==> src/rtl/ps_fault_pkg.sv <==
package ps_fault_pkg;

  // Comparator flags, raw or synchronised
  typedef struct packed {
    logic vcc;
    logic vin;
    logic oc;
    logic swOv;
    logic otHot;
    logic otCool;
    logic triSt;
  } compFlags_t;

  // Strobes from control to datapath
  typedef struct packed {
    logic porRun;
    logic ackRun;
  } seqStrobe_t;

endpackage

==> src/rtl/ps_fault_dp.sv <==
module ps_fault_dp
  import ps_fault_pkg::*;
#(
  parameter int SYNC_STAGES = 2,
  parameter int POR_CYCLES  = 12500,
  parameter int ACK_CYCLES  = 100
) (
  input  logic       clk,
  input  logic       rst_n,
  input  compFlags_t rawFlags,
  input  seqStrobe_t strobe,
  output compFlags_t syncFlags,
  output logic       porDone,
  output logic       ackDone
);

  localparam int PorW = $clog2(POR_CYCLES + 1);
  localparam int AckW = $clog2(ACK_CYCLES + 1);
  localparam logic [PorW-1:0] PorLast = PorW'(POR_CYCLES);
  localparam logic [AckW-1:0] AckLast = AckW'(ACK_CYCLES);

  compFlags_t syncChain [SYNC_STAGES];

  // Synchroniser chain for all comparator flags
  generate
    for (genvar s = 0; s < SYNC_STAGES; s++) begin : gSync
      if (s == 0) begin : gFirst
        always_ff @(posedge clk or negedge rst_n) begin
          if (!rst_n) syncChain[0] <= '0;
          else        syncChain[0] <= rawFlags;
        end
      end else begin : gRest
        always_ff @(posedge clk or negedge rst_n) begin
          if (!rst_n) syncChain[s] <= '0;
          else        syncChain[s] <= syncChain[s-1];
        end
      end
    end
  endgenerate

  assign syncFlags = syncChain[SYNC_STAGES-1];

  logic [PorW-1:0] porCnt;
  logic [AckW-1:0] ackCnt;

  // Power-on delay counter: runs while supply good, saturates
  always_ff @(posedge clk or negedge rst_n) begin
    if (!rst_n)                porCnt <= '0;
    else if (!strobe.porRun)   porCnt <= '0;
    else if (porCnt != PorLast) porCnt <= porCnt + 1'b1;
  end

  // Acknowledge hold counter: runs while fault is acknowledged
  always_ff @(posedge clk or negedge rst_n) begin
    if (!rst_n)                ackCnt <= '0;
    else if (!strobe.ackRun)   ackCnt <= '0;
    else if (ackCnt != AckLast) ackCnt <= ackCnt + 1'b1;
  end

  assign porDone = (porCnt == PorLast);
  assign ackDone = (ackCnt == AckLast);

endmodule

==> src/rtl/ps_fault_ctrl.sv <==
module ps_fault_ctrl
  import ps_fault_pkg::*;
(
  input  logic       clk,
  input  logic       rst_n,
  input  compFlags_t syncFlags,
  input  logic       porDone,
  input  logic       ackDone,
  input  logic       ghOn,
  input  logic       glOn,
  output seqStrobe_t strobe,
  output logic       stageEn,
  output logic       ocpArm,
  output logic       ocFault,
  output logic       shortFault,
  output logic       otFault
);

  assign stageEn = porDone;
  assign ocpArm  = syncFlags.vcc & syncFlags.vin;

  assign strobe.porRun = syncFlags.vcc;
  assign strobe.ackRun = ocFault & syncFlags.triSt;

  logic ocSet, shortSet;
  assign ocSet    = stageEn & ocpArm & syncFlags.oc & ghOn;
  assign shortSet = stageEn & syncFlags.swOv & glOn;

  always_ff @(posedge clk or negedge rst_n) begin
    if (!rst_n) begin
      ocFault    <= 1'b0;
      shortFault <= 1'b0;
      otFault    <= 1'b0;
    end else if (!syncFlags.vcc) begin
      // logic-supply loss is the power-on reset for all faults
      ocFault    <= 1'b0;
      shortFault <= 1'b0;
      otFault    <= 1'b0;
    end else begin
      if (ocSet)        ocFault <= 1'b1;
      else if (ackDone) ocFault <= 1'b0;

      if (shortSet) shortFault <= 1'b1;

      if (stageEn && syncFlags.otHot) otFault <= 1'b1;
      else if (syncFlags.otCool)      otFault <= 1'b0;
    end
  end

endmodule

==> src/rtl/ps_fault_seq.sv <==
module ps_fault_seq
  import ps_fault_pkg::*;
#(
  parameter int SYNC_STAGES = 2,
  parameter int POR_CYCLES  = 12500,
  parameter int ACK_CYCLES  = 100
) (
  input  logic clk,
  input  logic rst_n,
  input  logic vccOkIn,
  input  logic vinOkIn,
  input  logic ocTripIn,
  input  logic swOverIn,
  input  logic otHotIn,
  input  logic otCoolIn,
  input  logic triStateIn,
  input  logic ghOn,
  input  logic glOn,
  output logic stageEn,
  output logic ghVeto,
  output logic imonFault,
  output logic tmonFault,
  output logic faultN,
  output logic ocpArm
);

  compFlags_t rawFlags, syncFlags;
  seqStrobe_t strobe;
  logic porDone, ackDone;
  logic ocFault, shortFault, otFault;

  assign rawFlags = '{vcc: vccOkIn, vin: vinOkIn, oc: ocTripIn, swOv: swOverIn,
                      otHot: otHotIn, otCool: otCoolIn, triSt: triStateIn};

  ps_fault_dp #(
    .SYNC_STAGES(SYNC_STAGES),
    .POR_CYCLES (POR_CYCLES),
    .ACK_CYCLES (ACK_CYCLES)
  ) uDp (
    .clk      (clk),
    .rst_n    (rst_n),
    .rawFlags (rawFlags),
    .strobe   (strobe),
    .syncFlags(syncFlags),
    .porDone  (porDone),
    .ackDone  (ackDone)
  );

  ps_fault_ctrl uCtrl (
    .clk       (clk),
    .rst_n     (rst_n),
    .syncFlags (syncFlags),
    .porDone   (porDone),
    .ackDone   (ackDone),
    .ghOn      (ghOn),
    .glOn      (glOn),
    .strobe    (strobe),
    .stageEn   (stageEn),
    .ocpArm    (ocpArm),
    .ocFault   (ocFault),
    .shortFault(shortFault),
    .otFault   (otFault)
  );

  assign ghVeto    = ocFault | shortFault;
  assign imonFault = ocFault | shortFault;
  assign tmonFault = otFault;
  assign faultN    = stageEn & syncFlags.vin & ~(ocFault | shortFault | otFault);

endmodule

==> config.mk <==
export PLATFORM = sky130hd
export DESIGN_NAME = ps_fault_seq
export DESIGN_NICKNAME = d
export VERILOG_FILES = /design/src/rtl/ps_fault_pkg.sv /design/src/rtl/ps_fault_dp.sv /design/src/rtl/ps_fault_ctrl.sv /design/src/rtl/ps_fault_seq.sv
export SDC_FILE = /design/constraint.sdc
export NUM_CORES = 1
export LEC_CHECK = 0
export BUFFER_PORTS_ARGS = -buffer_cell sky130_fd_sc_hd__buf_2
export CAP_MARGIN = 20
export CORE_ASPECT_RATIO = 1.4
export CORE_UTILIZATION = 55
export DETAILED_ROUTE_END_ITERATION = 16
export GPL_ROUTABILITY_DRIVEN = 0
export MAX_ROUTING_LAYER = met4
export PLACE_DENSITY = 0.75
export SLEW_MARGIN = 20
export SYNTH_ARGS = -nofsm -noshare
export SYNTH_HDL_FRONTEND = slang
export SYNTH_HIERARCHICAL = 1
export SYNTH_SLANG_ARGS = --single-unit
==> constraint.sdc <==
create_clock -name clk -period 2.5 [get_ports clk]
set_clock_uncertainty 0.05 [all_clocks]
set_input_delay 0.625 -clock clk [delete_from_list [all_inputs] [get_ports clk]]
set_output_delay 0.625 -clock clk [all_outputs]
set_load 0.02 [all_outputs]
==> impl_table.tex, run 1 <==
\begin{tabular}{lr}
\hline
Metric & Value \\
\hline
\multicolumn{2}{l}{\textbf{Finish}} \\
\quad Proportion of layout cells with a drive suffix above 1 & 21.58\% \\
\quad Multi-input gate area in the final layout & approximately 730 sq um \\
\quad Antenna Diode Count & 0 \\
\quad Final core area utilization & 64.46\% \\
\quad Area growth from synthesis to layout & 10.81\% \\
\quad Sequential cell area in the final layout & $\sim$950 sq um \\
\quad Final layout net count & roughly 210 \\
\quad Layout fillers & around 250 \\
\quad Most common cell after layout, fill and taps aside & dfrtp\_1 \\
\quad Most frequent cells in the layout & 36 x dfrtp\_1, 16 x nand2\_1, 15 x buf\_2, 10 x inv\_1 \\
\multicolumn{2}{l}{\textbf{Timing}} \\
\quad Final Slew Violations & 0 \\
\quad Number of hold-slack violations in the final timing report & 0 \\
\quad Final setup violation count & 0 \\
\quad Worst max-slew margin expressed relative to the limit & 46.70\% \\
\quad Min Hold Slack & 301.0 ps \\
\quad Upper clock frequency limit & between 400 and 500 MHz \\
\quad Final period util & between 90\% and 100\% \\
\quad Final critical path time including I/O delays and setup & around 2500 ps \\
\quad Worst-margin pin slew & 799.4 ps \\
\quad Setup repair after global routing missed its margin & true \\
\multicolumn{2}{l}{\textbf{Drt}} \\
\quad Antenna viol nets, final & 0 \\
\quad First-iteration detailed-routing DRC count & between 40 and 50 \\
\quad Total wirelength of the detailed-routed design & 3557 um \\
\quad Number of detailed-route iterations in the first pass & 4 \\
\quad Final routed wire length divided by cell count & around 16 um \\
\quad Total number of vias & 1359 \\
\quad DRC violation count after routing & 0 \\
\quad Via density per instance & between 5 and 6 \\
\multicolumn{2}{l}{\textbf{CTS}} \\
\quad Clock tree buffer depth & 2 \\
\quad Number of hold buffers added after CTS & 0 \\
\quad Insertion delay of the later-clocked pin in the worst-skew pair & 290 ps \\
\quad Count of H-tree levels built during CTS & 2 \\
\quad Library cell used as clock root buffer & clkbuf\_8 \\
\quad Clock slew at reported path FFs & 70 ps \\
\quad TritonCTS clock tree & done \\
\quad Number of buffers created by CTS & 5 \\
\quad Clock sinks & 38 \\
\multicolumn{2}{l}{\textbf{Pwr}} \\
\quad Power per standard cell area & $\sim$600 mW/mm\^{}2 \\
\quad Static leakage & 0.0008976 uW \\
\quad Worst VDD drop & 0.4796 mV \\
\multicolumn{2}{l}{\textbf{Worst setup path}} \\
\quad Cell with the largest stage delay on the worst path & dfrtp\_2 \\
\quad Critical Path Sink Type & output pin \\
\quad Reg-to-reg setup timing slack & 730 ps \\
\quad End of the worst register-to-register path & uCtrl/ocFault \\
\quad Critical R2R Launch & uDp/porCnt[0] \\
\quad Worst Reg2Reg Path Length in Cells & 7 \\
\quad Crit. Startpoint & uDp/porCnt[10] \\
\quad Largest fanout on the critical path & 6 \\
\quad Arrival @ worst endpoint & 1800 ps \\
\quad Type of the setup path with the least slack & reg2out \\
\quad Required arrival time at the worst endpoint & 1820 ps \\
\quad Type of element launching the critical path & flip-flop \\
\quad Crit-path cells & or3\_1 > nor4\_1 > and3\_2 > nand2\_2 > nor3\_2 > buf\_4 \\
\quad Endpoint of the worst setup timing path & faultN \\
\quad Worst path max stage delay & 450 ps \\
\multicolumn{2}{l}{\textbf{Synthesis}} \\
\quad \#FFs+latches synth & 38 \\
\quad Distinct cell type count after synthesis & 38 \\
\quad Post-synth EDFFs & 0 \\
\quad Post-synthesis simple-gate area fraction & 23.35\% \\
\quad Combined area of all synthesized cells & 0.001817 sq mm \\
\quad Gate Count Post-Synth & 176 \\
\quad Dominant cell type by area after synthesis & dfrtp\_1 \\
\quad Compound-Gate Fraction of Synth Area & $\sim$8.7\% \\
\quad Synth warnings & 6 \\
\quad Synth top area cells & dfrtp\_1 52\%, mux2i\_1 4.4\%, buf\_4 4.1\% \\
\quad Sequential fraction of the synthesis area & 52.34\% \\
\quad Primary flip-flop cell chosen by synthesis mapping & dfrtp\_1 \\
\quad Fraction of synthesized area in multiplexers & 4.408\% \\
\quad Xor and xnor fraction of the mapped netlist area & 0.9642\% \\
\quad Post-synth ARST share & 100.0\% \\
\quad Average instance area after synthesis & a little over 10 sq um \\
\quad Synth Area in Adders & under 10\% \\
\quad Area fraction of the dominant cell type after synthesis & between 50\% and 60\% \\
\quad Combinational family with the most area after synthesis & simple AND/OR/NAND/NOR gates \\
\quad Post-Syn Nets & 191 \\
\multicolumn{2}{l}{\textbf{Floorplan}} \\
\quad Die span in y & 70 um \\
\quad Width of the die & 50.58 um \\
\quad Area enclosed by the die boundary & 0.003540 sq mm \\
\quad Area of the core & about 0.0031 sq mm \\
\quad Row Count & 24 \\
\quad Boundary pin count & 17 \\
\quad Effective utilization at floorplan & between 50\% and 60\% \\
\multicolumn{2}{l}{\textbf{GRT}} \\
\quad Overall Global Routing Usage & 23.52\% \\
\quad Initial antenna violation count & 0 \\
\quad Maximum number of pins on one net before global-route repair & 39 \\
\quad Global route overflow & 0 \\
\quad Number of global-route vias before repair & around 1400 \\
\quad Global-route wire length before repair & 5906 um \\
\multicolumn{2}{l}{\textbf{Min path}} \\
\quad Worst min path class & reg2reg \\
\multicolumn{2}{l}{\textbf{Placement}} \\
\quad HPWL after detailed placement & 2472 um \\
\quad Port buffer count & 16 \\
\multicolumn{2}{l}{\textbf{Outcome}} \\
\quad Result of the run & complete, no violations \\
\multicolumn{2}{l}{\textbf{Job}} \\
\quad Count of maximum capacitance violations & 0 \\
\hline
\end{tabular}
==> critical path, delay by kind of cell (launching register included) <==
kind / cells / cell delay (ps)
simple gates: 5 / 910
flops: 1 / 450
buf+inv: 1 / 160
==> metrics by stage <==
stage	instances	power, uW	instance area, sq um	TNS (ps)	worst slack (ps)
after global placement	217	691.7	1854	0	315.1
final	229	1207	2013	0	27.36
after floorplan	176	676.3	1817	0	202.6
after CTS	226	1222	1983	0	1.877
after detailed placement	217	695.9	1854	0	256.5
after global routing	229	1255	2013	-48.47	-48.47
==> state kept, by name, summed over array words and instances, names as in the netlist <==
name              cells
uCtrl/ocFault         1
uDp/syncChain         7
uDp/porCnt           14
uDp/syncFlags         7
uCtrl/otFault         1
uCtrl/shortFault      1
uDp/ackCnt            7
==> synth_stat cells (all sizes together) (4+ instances only) <==
master and count:
o21ai 7, nand2b 5, nand4 9, inv 10, nand2 19, dfrtp 38
nand3 9, a21oi 9, ha 4, nor3 5, or3 6, buf 13
mux2i 8, nor4 5
==> cell type report <==
| cell class | count | area share (%) |
|---|---|---|
| clock buffers | 6 | 4.102 |
| clock inverters | 1 | 1.492 |
| repair buffers | 22 | 6.339 |
| multi-input cells | 113 | 36.42 |
| flip-flops and latches | 38 | 47.36 |
| well taps | 39 | 2.424 |
| inverters | 10 | 1.865 |
==> worst min-delay path by stage <==
stage	cells after the start	start	to	slack [ps]
floorplan	0	rst_n	uCtrl/ocFault	280
global placement	0	uDp/syncChain[8]	uDp/syncFlags[1]	280
detailed placement	0	uDp/syncChain[8]	uDp/syncFlags[1]	290
CTS	0	uDp/syncChain[8]	uDp/syncFlags[1]	300
global route	0	uDp/syncChain[8]	uDp/syncFlags[1]	310
finish	0	uDp/syncChain[8]	uDp/syncFlags[1]	300
==> cell families after synthesis <==
kind of cell    count (synthesis)
compound gates                 26
xor+xnor                        2
fa+ha+maj                       4
mux                             8
simple gates                   73
flops                          38
buf+inv                        25
==> what timing repair did <==
action,4_1_cts,5_1_grt
setup endpoints to repair,1,1
buffers inserted,2,3
pin swaps,1,1
gates resized for setup,1,4
==> power breakdown <==
group          internal [uW]  total (uW)  leakage, uW  switching, uW
clock                    319         525    0.0000573            205
sequential               630         639     0.000493           9.54
combinational           15.1        43.1     0.000348           28.0
==> per-layer routing <==
| layer | wire, um | track usage, % | vias to the layer above |
|---|---|---|---|
| li1 | - | - | 645 |
| met1 | 1386 | 24.38 | 661 |
| met2 | 1902 | 38.81 | 40 |
| met3 | 154 | 6.536 | 13 |
| met4 | 114 | 13.89 | 0 |
| met5 | 0 | - | - |
Note: power is estimated with default switching activity, not from simulation.
==> run 2, diff against run 1 <==
--- a/config.mk
+++ b/config.mk
@@ -8,11 +8,10 @@
 export BUFFER_PORTS_ARGS = -buffer_cell sky130_fd_sc_hd__buf_2
 export CAP_MARGIN = 20
 export CORE_ASPECT_RATIO = 1.4
-export CORE_UTILIZATION = 55
+export CORE_UTILIZATION = 30
 export DETAILED_ROUTE_END_ITERATION = 16
 export GPL_ROUTABILITY_DRIVEN = 0
 export MAX_ROUTING_LAYER = met4
-export PLACE_DENSITY = 0.75
 export SLEW_MARGIN = 20
 export SYNTH_ARGS = -nofsm -noshare
 export SYNTH_HDL_FRONTEND = slang
==> impl_table.tex, run 2 (same netlist as run 1, synthesis figures left out) <==
\begin{tabular}{lr}
\hline
Metric & Value \\
\hline
\multicolumn{2}{l}{\textbf{Outcome}} \\
\quad Result of the run & complete, no violations \\
\multicolumn{2}{l}{\textbf{Timing}} \\
\quad Final period util & 97.88\% (-1.0 points) \\
\quad Setup repair after global routing missed its margin & true \\
\quad Number of hold-slack violations in the final timing report & 0 (unchanged) \\
\quad Setup\_tns & 0 ps (unchanged) \\
\quad Final setup violation count & 0 (unchanged) \\
\quad Worst-margin pin slew & 828.3 ps (+28.86 ps) \\
\quad Worst max-slew margin expressed relative to the limit & 44.78\% (-1.9 points) \\
\quad Upper clock frequency limit & 408.7 MHz (+1.1\%) \\
\quad Final critical path time including I/O delays and setup & 2447 ps (-25.74 ps) \\
\quad Final Slew Violations & 0 (unchanged) \\
\multicolumn{2}{l}{\textbf{Drt}} \\
\quad WL met1 & 1406 um (+1.4\%) \\
\quad Highest signal layer in the routed design & met4 \\
\quad Total number of vias & 1304 (-4.0\%) \\
\quad First-iteration detailed-routing DRC count & 53 (+15\%) \\
\quad Via density per instance & 5.015 (-15\%) \\
\quad Antenna viol nets, final & 0 (unchanged) \\
\quad Final routed wire length divided by cell count & 12.43 um (-20\%) \\
\quad DRC violation count after routing & 0 (unchanged) \\
\quad Routed length on met2 & 1685 um (-11\%) \\
\quad Number of detailed-route iterations in the first pass & 4 (unchanged) \\
\quad Total wirelength of the detailed-routed design & 3232 um (-9.1\%) \\
\quad Routed wire length on met3 & 61 um (-60\%) \\
\multicolumn{2}{l}{\textbf{GRT}} \\
\quad Overall Global Routing Usage & 12.46\% (-11 points) \\
\quad Global route overflow & 0 (unchanged) \\
\quad Initial antenna violation count & 0 (unchanged) \\
\quad Global-route wire length before repair & 5727 um (-3.0\%) \\
\quad Number of global-route vias before repair & 1288 (-5.2\%) \\
\quad Maximum number of pins on one net before global-route repair & 39 (unchanged) \\
\multicolumn{2}{l}{\textbf{CTS}} \\
\quad Library cell used as clock root buffer & clkbuf\_8 \\
\quad Clock tree buffer depth & 2 (unchanged) \\
\quad Clock sinks & 38 (unchanged) \\
\quad Clock slew at reported path FFs & 80 ps (about the same) \\
\quad TritonCTS clock tree & done \\
\quad Number of buffers created by CTS & 5 (unchanged) \\
\quad Insertion delay of the later-clocked pin in the worst-skew pair & 290 ps (about the same) \\
\quad Count of H-tree levels built during CTS & 2 (unchanged) \\
\multicolumn{2}{l}{\textbf{Pwr}} \\
\quad Power per standard cell area & 585.3 mW/mm\^{}2 (-2.4\%) \\
\quad Worst VDD drop & 0.3843 mV (-20\%) \\
\quad Static leakage & 0.0008862 uW (-1.3\%) \\
\multicolumn{2}{l}{\textbf{Finish}} \\
\quad Proportion of layout cells with a drive suffix above 1 & 21.05\% (-0.53 points) \\
\quad Antenna Diode Count & 0 (unchanged) \\
\quad Layout fillers & 612 (+140\%) \\
\quad Final layout net count & 204 (-0.49\%) \\
\quad Most frequent cells in the layout & 37 x dfrtp\_1, 17 x nand2\_1, 15 x buf\_2, 10 x inv\_1 \\
\quad Sequential cell area in the final layout & 952.2 sq um (-0.13\%) \\
\quad Final instance count without filler cells & 260 (+14\%) \\
\quad Area growth from synthesis to layout & 12.95\% \\
\quad Number of flip-flops under the largest register name & 14 (unchanged) \\
\quad Multi-input gate area in the final layout & 740.7 sq um (+1.0\%) \\
\quad Largest register by flop count & uDp/porCnt \\
\quad Most common cell after layout, fill and taps aside & dfrtp\_1 \\
\multicolumn{2}{l}{\textbf{Worst setup path}} \\
\quad Largest fanout on the critical path & 2 (-4) \\
\quad Required arrival time at the worst endpoint & 1820 ps (about the same) \\
\quad Type of the setup path with the least slack & reg2out \\
\quad Critical Path Sink Type & output pin \\
\quad Type of element launching the critical path & flip-flop \\
\quad Arrival @ worst endpoint & 1770 ps (-30 ps) \\
\multicolumn{2}{l}{\textbf{Placement}} \\
\quad Placed Cells & 248 (+14\%) \\
\quad Port buffer count & 16 (unchanged) \\
\quad HPWL after detailed placement & 2250 um (-9.0\%) \\
\multicolumn{2}{l}{\textbf{Floorplan}} \\
\quad Row Count & 33 (+38\%) \\
\quad Die span in y & 94.08 um (+34\%) \\
\quad Boundary pin count & 17 (unchanged) \\
\quad Area enclosed by the die boundary & 0.006375 sq mm (+80\%) \\
\quad Width of the die & 67.77 um (+34\%) \\
\quad Effective utilization at floorplan & 30.99\% (-27 points) \\
\quad Area of the core & 0.005863 sq mm (+88\%) \\
\multicolumn{2}{l}{\textbf{Job}} \\
\quad Count of maximum capacitance violations & 0 (unchanged) \\
\multicolumn{2}{l}{\textbf{Min path}} \\
\quad Worst min path class & reg2reg \\
\hline
\end{tabular}
==> run 2: cell count changes in the layout (fill, tap and decap cells not counted), sizes merged <==
cell      previous run  this run
buf                 22        21
clkbuf               6         5
clkinvlp             0         2
==> run 2: critical path, stage by stage (launching register included) <==
cell,delay [ps]
dfrtp_1,390
or3_1,390
nor4_2,160
and3_4,220
nand2_1,60
nor3_2,100
buf_4,160
==> run 2: final timing paths <==
kind	slack, ps	cells after the start	endpoint	start
setup reg to reg	800	7	uCtrl/ocFault	uDp/porCnt[0]
max in group asynchronous	1440	1	uDp/porCnt[8]	rst_n
setup / recovery	50	6	faultN	uDp/porCnt[11]
hold / removal	300	0	uDp/syncFlags[2]	uDp/syncChain[9]
min in group asynchronous	380	1	uDp/syncChain[8]	rst_n
hold reg to reg	300	0	uDp/syncFlags[2]	uDp/syncChain[9]
==> run 2: area by class of cell <==
class | instances | area share (%)
Clock inverter | 3 | 2.195
Timing Repair Buffer | 21 | 5.854
Multi-Input combinational cell | 113 | 36.10
Clock buffer | 5 | 3.354
Sequential cell | 38 | 46.40
Inverter | 10 | 1.829
Tap cell | 70 | 4.268
==> run 2: through the flow <==
stage	utilization [%]	setup slack, ps	instance area (sq um)	total power [uW]	hold slack [ps]
after CTS	34.68	10.06	2033	1221	305.7
final	35.00	53.11	2052	1201	302.7
after global routing	35.00	-34.42	2052	1252	311.3
after detailed placement	32.29	230.1	1893	695.4	287.0
after floorplan	-	202.6	1817	676.3	279.4
after global placement	32.29	307.9	1893	694.1	281.2
==> run 2: report_power, final <==
part | internal [uW] | switching, uW | leakage, uW
Combinational | 15.1 | 27.4 | 0.000342
Clock | 297 | 223 | 0.0000504
Sequential | 629 | 9.12 | 0.000494
==> run 2: timing repair <==
action,in CTS,in global routing
setup buffers,3,1
hold buffers,0,0
setup endpoints to repair,1,2
pin swaps,1,0
resized for setup,2,3
==> run 2: per-layer routing <==
metal	vias to the layer above	global-route usage, %
li1	643	-
met1	642	13.97
met2	14	20.46
met3	5	2.549
met4	0	6.424
met5	-	-
==> run 3, diff against run 2 <==
--- a/config.mk
+++ b/config.mk
@@ -11,9 +11,7 @@
 export CORE_UTILIZATION = 30
 export DETAILED_ROUTE_END_ITERATION = 16
 export GPL_ROUTABILITY_DRIVEN = 0
-export MAX_ROUTING_LAYER = met4
 export SLEW_MARGIN = 20
 export SYNTH_ARGS = -nofsm -noshare
 export SYNTH_HDL_FRONTEND = slang
-export SYNTH_HIERARCHICAL = 1
 export SYNTH_SLANG_ARGS = --single-unit
==> impl_table.tex, run 3 <==
\begin{tabular}{lr}
\hline
Metric & Value \\
\hline
\multicolumn{2}{l}{\textbf{Outcome}} \\
\quad Result of the run & finished with violations \\
\quad Violations in the final reports & negative setup slack \\
\multicolumn{2}{l}{\textbf{Placement}} \\
\quad Placed Cells & 236 (-4.8\%) \\
\quad Setup slack at placement & 129.4 ps (-100.7 ps) \\
\quad Cell Area, Placed & 0.001843 sq mm (-2.6\%) \\
\quad Port buffer count & 16 (unchanged) \\
\quad HPWL after detailed placement & 2223 um (-1.2\%) \\
\multicolumn{2}{l}{\textbf{Drt}} \\
\quad Number of detailed-route iterations in the first pass & 4 (unchanged) \\
\quad WL met1 & 1425 um (+1.4\%) \\
\quad First-iteration detailed-routing DRC count & 27 (-49\%) \\
\quad Routed wire length on met3 & 82 um (+34\%) \\
\quad Antenna viol nets, final & 0 (unchanged) \\
\quad Total wirelength of the detailed-routed design & 3009 um (-6.9\%) \\
\quad Highest signal layer in the routed design & met4 \\
\quad Via density per instance & 4.861 (-3.1\%) \\
\quad Routed length on met2 & 1427 um (-15\%) \\
\quad Total number of vias & 1191 (-8.7\%) \\
\quad Final routed wire length divided by cell count & 12.28 um (-1.2\%) \\
\quad DRC violation count after routing & 0 (unchanged) \\
\multicolumn{2}{l}{\textbf{Finish}} \\
\quad Proportion of layout cells with a drive suffix above 1 & 21.23\% (+0.18 points) \\
\quad Area growth from synthesis to layout & 21.76\% \\
\quad Final core area utilization & 38.40\% (+3.4 points) \\
\quad Most frequent cells in the layout & 38 x dfrtp\_1, 16 x nand2\_1, 15 x buf\_2, 11 x a21oi\_1 \\
\quad Number of flip-flops under the largest register name & 14 (unchanged) \\
\quad Antenna Diode Count & 0 (unchanged) \\
\quad Final layout net count & 193 (-5.4\%) \\
\quad Largest register by flop count & uDp.porCnt \\
\quad Final instance count without filler cells & 245 (-5.8\%) \\
\quad Most common cell after layout, fill and taps aside & dfrtp\_1 \\
\quad Area of all placed cells without fillers & 0.001996 sq mm (-2.7\%) \\
\multicolumn{2}{l}{\textbf{Worst setup path}} \\
\quad Critical Path Sink Type & output pin \\
\quad Arrival @ worst endpoint & 1960 ps (+190 ps) \\
\quad Crit-path cells & or3\_1 > or4\_4 > nor4b\_2 > buf\_2 \\
\quad Type of the setup path with the least slack & reg2out \\
\quad Required arrival time at the worst endpoint & 1820 ps (about the same) \\
\quad Type of element launching the critical path & flip-flop \\
\quad Cell with the largest stage delay on the worst path & or4\_4 \\
\quad Worst path max stage delay & 530 ps (+140 ps) \\
\quad Largest fanout on the critical path & 2 (unchanged) \\
\multicolumn{2}{l}{\textbf{Synthesis}} \\
\quad Xor and xnor fraction of the mapped netlist area & 1.069\% (+0.10 points) \\
\quad Synth top area cells & dfrtp\_1 58\%, nand2\_1 3.7\%, a21oi\_1 3.4\% \\
\quad Synth warnings & 0 (-6) \\
\quad Average instance area after synthesis & 10.93 sq um (+5.9\%) \\
\quad Dominant cell type by area after synthesis & dfrtp\_1 \\
\quad \#FFs+latches synth & 38 (unchanged) \\
\quad Area fraction of the dominant cell type after synthesis & 58.02\% (+5.7 points) \\
\quad Combinational family with the most area after synthesis & simple AND/OR/NAND/NOR gates \\
\quad Compound-Gate Fraction of Synth Area & 10.76\% (+2.1 points) \\
\quad Post-synth ARST share & 100.0\% (unchanged) \\
\quad Gate Count Post-Synth & 150 (-15\%) \\
\quad Most frequent cell after synthesis & dfrtp\_1 \\
\quad Primary flip-flop cell chosen by synthesis mapping & dfrtp\_1 \\
\quad Fraction of synthesized area in multiplexers & 3.053\% (-1.4 points) \\
\quad Combined area of all synthesized cells & 0.001639 sq mm (-9.8\%) \\
\quad Sequential fraction of the synthesis area & 58.02\% (+5.7 points) \\
\quad Top post-synthesis cells by count & 38 x dfrtp\_1, 16 x nand2\_1, 11 x a21oi\_1 \\
\quad Synth Area in Adders & 3.053\% (+0.30 points) \\
\quad Post-synthesis simple-gate area fraction & 20.84\% (-2.5 points) \\
\quad Post-synth EDFFs & 0 (unchanged) \\
\quad Distinct cell type count after synthesis & 35 (-7.9\%) \\
\quad Post-Syn Nets & 165 (-14\%) \\
\multicolumn{2}{l}{\textbf{GRT}} \\
\quad Initial antenna violation count & 0 (unchanged) \\
\quad Maximum number of pins on one net before global-route repair & 21 (-46\%) \\
\quad Number of global-route vias before repair & 1156 (-10\%) \\
\quad Global-route wire length before repair & 5168 um (-9.8\%) \\
\quad Overall Global Routing Usage & 12.10\% (-0.37 points) \\
\quad Global route overflow & 0 (unchanged) \\
\multicolumn{2}{l}{\textbf{CTS}} \\
\quad Clock slew at reported path FFs & 70 ps (about the same) \\
\quad Insertion delay of the later-clocked pin in the worst-skew pair & 280 ps (about the same) \\
\quad Count of H-tree levels built during CTS & 2 (unchanged) \\
\quad Clock tree buffer depth & 2 (unchanged) \\
\quad Clock sinks & 38 (unchanged) \\
\quad Number of hold buffers added after CTS & 0 (unchanged) \\
\quad TritonCTS clock tree & done \\
\quad Number of buffers created by CTS & 5 (unchanged) \\
\quad Library cell used as clock root buffer & clkbuf\_8 \\
\multicolumn{2}{l}{\textbf{Timing}} \\
\quad Upper clock frequency limit & 379.1 MHz (-7.2\%) \\
\quad Final period util & 105.5\% (+7.6 points) \\
\quad Setup ws final & -137.9 ps (-191.0 ps) \\
\quad Worst max-slew margin expressed relative to the limit & 61.22\% (+16 points) \\
\quad Setup repair after global routing missed its margin & true \\
\quad Number of hold-slack violations in the final timing report & 0 (unchanged) \\
\quad Setup\_tns & -206.8 ps (-206.8 ps) \\
\quad Worst-margin pin slew & 581.8 ps (-246.5 ps) \\
\quad Final Slew Violations & 0 (unchanged) \\
\quad Final setup violation count & 2 (+2) \\
\quad Final critical path time including I/O delays and setup & 2638 ps (+191.0 ps) \\
\multicolumn{2}{l}{\textbf{Floorplan}} \\
\quad Boundary pin count & 17 (unchanged) \\
\quad Effective utilization at floorplan & 31.54\% (+0.55 points) \\
\quad Die span in y & 89.46 um (-4.9\%) \\
\quad Area of the core & 0.005197 sq mm (-11\%) \\
\quad Row Count & 31 (-6.1\%) \\
\quad Width of the die & 64.47 um (-4.9\%) \\
\quad Area enclosed by the die boundary & 0.005767 sq mm (-9.5\%) \\
\multicolumn{2}{l}{\textbf{Pwr}} \\
\quad Worst VDD drop & 0.5211 mV (+36\%) \\
\quad Switching power of the nets & 254.6 uW (-2.0\%) \\
\quad Switching fraction of total power & 19.15\% (-2.5 points) \\
\quad Internal portion of total power & 1075 uW (+14\%) \\
\quad Power per standard cell area & 666.0 mW/mm\^{}2 (+14\%) \\
\quad Static leakage & 0.0008631 uW (-2.6\%) \\
\quad Sequential share of power & 48.1\% (-5.1 points) \\
\quad Portion of total power attributed to the clock network & 48.0\% (+4.7 points) \\
\quad Logic gate share of total power & 3.8\% (+0.3 points) \\
\multicolumn{2}{l}{\textbf{Job}} \\
\quad Count of maximum capacitance violations & 0 (unchanged) \\
\multicolumn{2}{l}{\textbf{Min path}} \\
\quad Worst min path class & in2async \\
\hline
\end{tabular}
run 3: final timing paths:
path	depth (start not counted)	to	slack, ps	from
min in group clk	0	uDp.syncFlags[6]	300	uDp.syncChain[13]
worst max register to register	6	uDp.porCnt[0]	580	uDp.porCnt[3]
worst min-delay path	1	uDp.ackCnt[6]	170	rst_n
max in group asynchronous	2	uDp.porCnt[11]	1700	rst_n
worst max-delay path	4	faultN	-140	uDp.porCnt[3]
worst min register to register	0	uDp.syncFlags[6]	300	uDp.syncChain[13]
run 3: layer usage:
| metal | global-route usage, % | up-vias |
|---|---|---|
| met2 | 20.57 | 24 |
| met1 | 14.08 | 566 |
| met3 | 2.806 | 7 |
| met5 | 0 | - |
| li1 | - | 594 |
| met4 | 6.667 | 0 |
run 3: repair_timing:
item                                    in CTS  in global routing
buffers inserted                             1                  0
gates cloned                                 0                  0
gates resized for setup                      1                  0
endpoints found under the setup margin       2                  2
endpoints found under the hold margin        0                  0
pin swaps                                    2                  1
run 3: cells by family (layout without fill, tap and decap cells):
group / Yosys count / in the layout
flops: 38 / 38
compound gates: 29 / 29
mux: 5 / 5
simple gates: 59 / 59
buf+inv: 13 / 42
fa+ha+maj: 4 / 4
xor+xnor: 2 / 2
run 3: critical path, delay by kind of cell (launching register included):
kind | cells | cell delay, ps
DFF | 1 | 380
buffers and inverters | 1 | 200
and+or+nand+nor | 3 | 1100
run 3: power groups by stage:
stage / Sequential (uW) / Combinational, uW / Clock (uW)
detailed placement: 653 / 49.1 / 0
floorplan: 648 / 20.5 / 0
finish: 640 / 50.6 / 639
global route: 642 / 58.9 / 676
CTS: 640 / 51.9 / 654
global placement: 653 / 48.4 / 0
run 3: layout make-up:
cell class | instances | area, sq um
clock buffers | 6 | 82.58
clock inverters | 2 | 60.06
fillers | 534 | 3202
inverters | 9 | 33.78
multi-input cells | 99 | 635.6
flip-flops and latches | 38 | 950.9
well taps | 66 | 82.58
repair buffers | 25 | 150.1
run 3: stage by stage:
stage,hold WS [ps],total power [uW]
after floorplan,279.4,668.9
after global placement,284.1,701.1
after detailed placement,286.2,702.4
after CTS,169.5,1346
after global routing,180.7,1377
final,172.6,1329
